===== config.mk =====
export PLATFORM = sky130hd
export DESIGN_NAME = plc_scan_engine
export DESIGN_NICKNAME = d
export VERILOG_FILES = /design/src/rtl/plc_scan_pkg.sv /design/src/rtl/plc_scan_seq.sv /design/src/rtl/plc_io_image.sv /design/src/rtl/plc_rung_eval.sv /design/src/rtl/plc_scan_counter.sv /design/src/rtl/plc_scan_engine.sv
export SDC_FILE = /design/constraint.sdc
export NUM_CORES = 1
export LEC_CHECK = 0
export BUFFER_PORTS_ARGS = -buffer_cell sky130_fd_sc_hd__buf_4
export CAP_MARGIN = 20
export CORE_AREA = 2 2 77 97
export DETAILED_ROUTE_END_ITERATION = 10
export DIE_AREA = 0 0 79 99
export GPL_ROUTABILITY_DRIVEN = 1
export PLACE_DENSITY_LB_ADDON = 0.05
export SYNTH_ARGS = -nofsm -noshare
export SYNTH_HDL_FRONTEND = slang
export SYNTH_SLANG_ARGS = --single-unit

===== constraint.sdc =====
create_clock -name clk_i -period 1.9 [get_ports clk_i]
set_input_delay 0.38 -clock clk_i [delete_from_list [all_inputs] [get_ports clk_i]]
set_output_delay 0.38 -clock clk_i [all_outputs]
set_load 0.01 [all_outputs]

===== src/rtl/plc_scan_pkg.sv =====
package plc_scan_pkg;
  typedef enum logic [2:0] {
    PH_OUT    = 3'd0,
    PH_FREEZE = 3'd1,
    PH_LOAD   = 3'd2,
    PH_RUNG   = 3'd3,
    PH_DONE   = 3'd4
  } phase_e;

  localparam int NUM_RUNGS  = 5;
  localparam int RUNG_W     = $clog2(NUM_RUNGS);
  localparam int NUM_RELAYS = 1;
  localparam int NUM_OUTS   = 4;
  localparam int NUM_COILS  = NUM_RELAYS + NUM_OUTS;
  localparam int COIL_W     = $clog2(NUM_COILS);

  // input bit map
  localparam int IN_START  = 0;
  localparam int IN_STOP   = 1;
  localparam int IN_HAND_A = 2;
  localparam int IN_HAND_B = 3;
  localparam int IN_BYPASS = 4;
  localparam int IN_PART   = 5;
  localparam int IN_USED   = 6;

  // coil map: relays first, then physical outputs
  localparam int CL_RUN    = 0;
  localparam int CL_LAMP   = 1;
  localparam int CL_MOTOR  = 2;
  localparam int CL_BRANCH = 3;
  localparam int CL_GUARD  = 4;

  function automatic logic no_c(input logic b);
    return b;
  endfunction

  function automatic logic nc_c(input logic b);
    return ~b;
  endfunction
endpackage


===== src/rtl/plc_scan_seq.sv =====
module plc_scan_seq
  import plc_scan_pkg::*;
(
  input  logic              clk_i,
  input  logic              rst_ni,
  output phase_e            phase_o,
  output logic [RUNG_W-1:0] rung_o
);
  localparam logic [RUNG_W-1:0] LAST_RUNG = RUNG_W'(NUM_RUNGS - 1);

  phase_e            phase_q;
  logic [RUNG_W-1:0] rung_q;

  always_ff @(posedge clk_i or negedge rst_ni) begin
    if (!rst_ni) begin
      phase_q <= PH_OUT;
      rung_q  <= '0;
    end else begin
      unique case (phase_q)
        PH_OUT:    phase_q <= PH_FREEZE;
        PH_FREEZE: phase_q <= PH_LOAD;
        PH_LOAD: begin
          phase_q <= PH_RUNG;
          rung_q  <= '0;
        end
        PH_RUNG: begin
          if (rung_q == LAST_RUNG) phase_q <= PH_DONE;
          else rung_q <= rung_q + 1'b1;
        end
        PH_DONE:   phase_q <= PH_OUT;
        default:   phase_q <= PH_OUT;
      endcase
    end
  end

  assign phase_o = phase_q;
  assign rung_o  = rung_q;
endmodule


===== src/rtl/plc_io_image.sv =====
module plc_io_image
  import plc_scan_pkg::*;
#(
  parameter int IN_W = 8
) (
  input  logic                 clk_i,
  input  logic                 rst_ni,
  input  phase_e               phase_i,
  input  logic [IN_W-1:0]      in_i,
  input  logic                 coil_we_i,
  input  logic [COIL_W-1:0]    coil_idx_i,
  input  logic                 coil_val_i,
  output logic [IN_W-1:0]      in_img_o,
  output logic [NUM_COILS-1:0] coil_img_o,
  output logic [NUM_OUTS-1:0]  out_o
);
  logic [IN_W-1:0]      frz_q;
  logic [IN_W-1:0]      img_q;
  logic [NUM_COILS-1:0] coil_q;
  logic [NUM_OUTS-1:0]  out_q;

  always_ff @(posedge clk_i or negedge rst_ni) begin
    if (!rst_ni) begin
      frz_q <= '0;
      img_q <= '0;
      out_q <= '0;
    end else begin
      if (phase_i == PH_OUT)    out_q <= coil_q[NUM_COILS-1:NUM_RELAYS];
      if (phase_i == PH_FREEZE) frz_q <= in_i;
      if (phase_i == PH_LOAD)   img_q <= frz_q;
    end
  end

  for (genvar g = 0; g < NUM_COILS; g++) begin : g_coil
    always_ff @(posedge clk_i or negedge rst_ni) begin
      if (!rst_ni) coil_q[g] <= 1'b0;
      else if (coil_we_i && coil_idx_i == COIL_W'(g)) coil_q[g] <= coil_val_i;
    end
  end

  assign in_img_o   = img_q;
  assign coil_img_o = coil_q;
  assign out_o      = out_q;
endmodule


===== src/rtl/plc_rung_eval.sv =====
module plc_rung_eval
  import plc_scan_pkg::*;
#(
  parameter int IN_W = 8
) (
  input  logic [RUNG_W-1:0]    rung_i,
  input  logic [IN_W-1:0]      in_img_i,
  input  logic [NUM_COILS-1:0] coil_img_i,
  output logic [COIL_W-1:0]    coil_idx_o,
  output logic                 coil_val_o
);
  logic run_c, start_c, stop_c, a_c, b_c, byp_c, part_c;

  always_comb begin
    run_c   = coil_img_i[CL_RUN];
    start_c = in_img_i[IN_START];
    stop_c  = in_img_i[IN_STOP];
    a_c     = in_img_i[IN_HAND_A];
    b_c     = in_img_i[IN_HAND_B];
    byp_c   = in_img_i[IN_BYPASS];
    part_c  = in_img_i[IN_PART];
    coil_idx_o = COIL_W'(CL_RUN);
    coil_val_o = 1'b0;
    unique case (rung_i)
      RUNG_W'(0): begin  // seal-in
        coil_idx_o = COIL_W'(CL_RUN);
        coil_val_o = (no_c(start_c) | no_c(run_c)) & nc_c(stop_c);
      end
      RUNG_W'(1): begin
        coil_idx_o = COIL_W'(CL_LAMP);
        coil_val_o = nc_c(run_c);
      end
      RUNG_W'(2): begin
        coil_idx_o = COIL_W'(CL_MOTOR);
        coil_val_o = no_c(run_c);
      end
      RUNG_W'(3): begin
        coil_idx_o = COIL_W'(CL_BRANCH);
        coil_val_o = (no_c(a_c) & no_c(b_c)) | no_c(byp_c);
      end
      RUNG_W'(4): begin
        coil_idx_o = COIL_W'(CL_GUARD);
        coil_val_o = nc_c(stop_c) & no_c(a_c) & no_c(b_c) & no_c(part_c);
      end
      default: begin
        coil_idx_o = COIL_W'(CL_RUN);
        coil_val_o = run_c;
      end
    endcase
  end
endmodule


===== src/rtl/plc_scan_counter.sv =====
module plc_scan_counter #(
  parameter int CNT_W = 16
) (
  input  logic             clk_i,
  input  logic             rst_ni,
  input  logic             inc_i,
  output logic [CNT_W-1:0] cnt_o
);
  logic [CNT_W-1:0] cnt_q;

  always_ff @(posedge clk_i or negedge rst_ni) begin
    if (!rst_ni)    cnt_q <= '0;
    else if (inc_i) cnt_q <= cnt_q + 1'b1;
  end

  assign cnt_o = cnt_q;
endmodule


===== src/rtl/plc_scan_engine.sv =====
module plc_scan_engine
  import plc_scan_pkg::*;
#(
  parameter int IN_W  = 8,
  parameter int CNT_W = 16
) (
  input  logic                clk_i,
  input  logic                rst_ni,
  input  logic [IN_W-1:0]     in_i,
  output logic [NUM_OUTS-1:0] out_o,
  output logic                scan_done_o,
  output logic [CNT_W-1:0]    scan_cnt_o
);
  phase_e               phase;
  logic [RUNG_W-1:0]    rung;
  logic [IN_W-1:0]      in_img;
  logic [NUM_COILS-1:0] coil_img;
  logic [COIL_W-1:0]    coil_idx;
  logic                 coil_val;
  logic                 coil_we;
  logic                 done;

  assign coil_we = (phase == PH_RUNG);
  assign done    = (phase == PH_DONE);

  plc_scan_seq u_seq (
    .clk_i   (clk_i),
    .rst_ni  (rst_ni),
    .phase_o (phase),
    .rung_o  (rung)
  );

  plc_io_image #(.IN_W(IN_W)) u_img (
    .clk_i      (clk_i),
    .rst_ni     (rst_ni),
    .phase_i    (phase),
    .in_i       (in_i),
    .coil_we_i  (coil_we),
    .coil_idx_i (coil_idx),
    .coil_val_i (coil_val),
    .in_img_o   (in_img),
    .coil_img_o (coil_img),
    .out_o      (out_o)
  );

  plc_rung_eval #(.IN_W(IN_W)) u_eval (
    .rung_i     (rung),
    .in_img_i   (in_img),
    .coil_img_i (coil_img),
    .coil_idx_o (coil_idx),
    .coil_val_o (coil_val)
  );

  plc_scan_counter #(.CNT_W(CNT_W)) u_cnt (
    .clk_i  (clk_i),
    .rst_ni (rst_ni),
    .inc_i  (done),
    .cnt_o  (scan_cnt_o)
  );

  assign scan_done_o = done;
endmodule


==> metrics.md <==
| Metric | Value |
|---|---|
| I/O pins | `31` |
| Clock skew | `a little over 8 ps` |
| Setup TNS | `0 ps` |
| Post-synth ARST share | `100.0%` |
| First-pass GRT wire length | `roughly 7000 um` |
| CTS tree | `yes` |
| Seq/Total Area, Yosys | `a little over half` |
| Status | `complete, no violations` |
| Worst-skew pair later-pin latency | `290 ps` |
| Setup violations, final | `0` |
| Fraction of layout cells with a size suffix above 1 | `between 20% and 30%` |
| Max-slew violations | `0` |
| Die span in y | `99 um` |
| Pre-CTS worst setup slack | `133.3 ps` |
| Area contributors post-synth | `dfrtp_1 (53%), mux2_2 (8.3%), nand2_1 (5.4%)` |
| # clock sinks | `between 40 and 50` |
| H-tree Lvls | `2` |
| Worst EP arrival | `around 1400 ps` |
| Minimum clock period | `around 1800 ps` |
| DRT iter0 DRCs | `31` |
| Worst-Margin Slew | `around 560 ps` |
| EDFF count, synth | `0` |
| Total gr overflow | `0` |
| Required time of the critical path | `roughly 1500 ps` |
| Drc violations | `0` |
| Type of origin of the critical path | `flip-flop` |
| Worst slew margin | `62.57%` |
| Detail Placement HPWL | `between 2000 and 3000 um` |
| Total of max-cap violations | `0` |
| Post-Syn Nets | `just under 200` |
| P per Cell Area | `around 690 mW/mm2` |
| Final Hold Fails | `0` |
| Nets@finish | `between 200 and 250` |
| Max Freq | `570.5 MHz` |
| IR drop worst, VDD | `0.2594 mV` |
| Hold slack | `around 74 ps` |
| Yosys reg bits | `between 40 and 50` |
| Commonest cells post-synth | `dfrtp_1 (43), nand2_1 (29), mux2_2 (15)` |
| ANT nets after route | `0` |
| Worst setup path category | `flip-flop to output port` |
| Starting Density | `29.41%` |
| Mean Syn Cell Area | `roughly 11 um2` |
| Comb power frac | `approximately 4.0%` |
| Worst setup slack after layout | `between 100 and 150 ps` |
| 1st-pass router iterations | `4` |
| Yosys top cell area share | `53.09%` |
| Vias per Instance | `4.543` |
| Initial antenna violation count | `0` |
| Core Rows | `34` |
| Syn Inst Count | `179` |
| Vias in the first global route | `1386` |
| Total GRT Usage | `around 11%` |
| Setup crit end kind | `output port` |
| Sw Pwr | `351.3 uW` |
| Clk buf depth | `2` |
| Leakage | `around 0.0011 uW` |
| Sw frac | `between 20% and 30%` |
| DR vias | `between 1000 and 1500` |
| Int Pwr | `approximately 1400 uW` |
| PortBufs | `28` |
| Power Total | `1708 uW` |
| Cell taking the most area after synthesis | `dfrtp_1` |
| CP max FO | `9` |
| DIE AREA | `0.007821 mm2` |
| Leading register cell type out of synthesis | `dfrtp_1` |
| GPL Wtd Cong | `approximately 0.77` |
| Post-synth cell types | `39` |
| Clk pwr share | `between 40% and 50%` |
| Inserted Diodes | `0` |
| CTS buffer count | `5` |
| Clk root buf | `clkbuf_8` |
| Seq pwr share | `a little under three fifths` |
| Drt total wl | `roughly 3900 um` |
| RSZ-0062 raised after global routing | `no` |
| Final worst path period share | `between 90 and 100%` |
| Area Overhead vs Synth | `21.54%` |
| Largest net degree at the start of global routing | `between 40 and 50` |
| Synth Cell Area | `slightly above 0.002 mm2` |
| Wire per inst | `roughly 13 um` |
| Most frequent cell after synthesis | `dfrtp_1` |
| Width of the die | `roughly 79 um` |
| Core Region | `just under 0.007 mm2` |
| Clock transition at the registers of the reported paths | `80 ps` |
| Hold/Removal Path Class | `primary input to async pin` |
| Ys Warns | `0` |
==> power by group through the flow <==
stage	registers [uW]	clock network (uW)	logic (uW)
CTS	952	725	69.6
global placement	970	0	67.6
floorplan	969	0	25.2
global route	955	774	77.9
finish	952	688	67.7
detailed placement	971	0	69.5
==> metal layers <==
metal | GRT usage, % | wire (um) | vias up
met4 | 5.570 | 109 | 0
met5 | 0 | 0 | -
met2 | 18.38 | 1862 | 31
met3 | 2.656 | 148 | 8
li1 | - | - | 672
met1 | 13.62 | 1735 | 670
==> worst max-delay path: stages (launching register included) <==
cell and delay [ps]:
dfrtp_1 490, nor2_1 170, and2_1 260, buf_4 160
==> sequential cells by signal (all words and copies together), names as in the netlist <==
register,cells
u_img.frz_q,6
u_cnt.cnt_o,16
u_img.in_img_o,6
u_img.out_o,4
u_seq.phase_o,3
u_img.coil_img_o,5
u_seq.rung_o,3
==> path summary, 6_finish.rpt <==
path | to | slack (ps) | depth (start not counted) | start
hold / removal | u_cnt.cnt_o[6] | 70 | 1 | rst_ni
hold reg to reg | u_img.in_img_o[3] | 460 | 2 | u_img.frz_q[3]
max in group asynchronous | u_img.frz_q[2] | 1440 | 1 | rst_ni
setup / recovery | scan_done_o | 150 | 3 | u_seq.phase_o[1]
min in group clk_i | u_img.frz_q[5] | 320 | 2 | in_i[5]
setup reg to reg | u_img.coil_img_o[1] | 180 | 5 | u_seq.rung_o[0]
==> cell type report <==
class | count | area, um2
multi-input cells | 124 | 894.6
inverters | 6 | 22.52
clock inverters | 1 | 30.03
fillers | 725 | 4428
clock buffers | 6 | 72.57
flip-flops and latches | 43 | 1076
well taps | 90 | 112.6
repair buffers | 34 | 255.2
==> layout by cell type (no fill, tap or decap), types with 2 or more instances in the layout <==
cell type / Yosys / layout
buf_4: 2 / 34
dfrtp_1: 43 / 43
nand4_1: 4 / 4
mux2_2: 15 / 15
nor3b_1: 2 / 2
nor2b_1: 2 / 2
a21oi_1: 3 / 3
nor2_1: 10 / 10
nor3_1: 7 / 7
xnor2_1: 11 / 11
inv_1: 6 / 6
o21ai_0: 2 / 2
ha_1: 6 / 6
nand2_1: 29 / 29
xor2_1: 4 / 4
nand3_1: 9 / 9
clkbuf_8: 0 / 5
==> cell families after synthesis <==
family                     share of synthesized area (%)
and+or+nand+nor                                    20.80
AOI/OAI and AO/OA                                  4.013
DFF                                                53.09
xor gates and xnor gates                           6.481
muxes                                              8.827
adders and majority gates                          3.704
buffers and inverters                              3.086
==> timing repair <==
item | in CTS | in global routing
hold endpoints to repair | 0 | 0
setup buffers | 0 | 0
gates resized for setup | 0 | 1
endpoints found under the setup margin | 0 | 4
hold buffers | 0 | 0
==> metrics by stage <==
step	cell area [um2]	instances	utilization, %
5_1_grt	2464	304	35.75
3_5_place_dp	2355	297	34.17
4_1_cts	2457	304	35.66
2_1_floorplan	2027	179	-
6_report	2464	304	35.75
3_3_place_gp	2355	297	34.17
(Power assumes the default switching activity.)
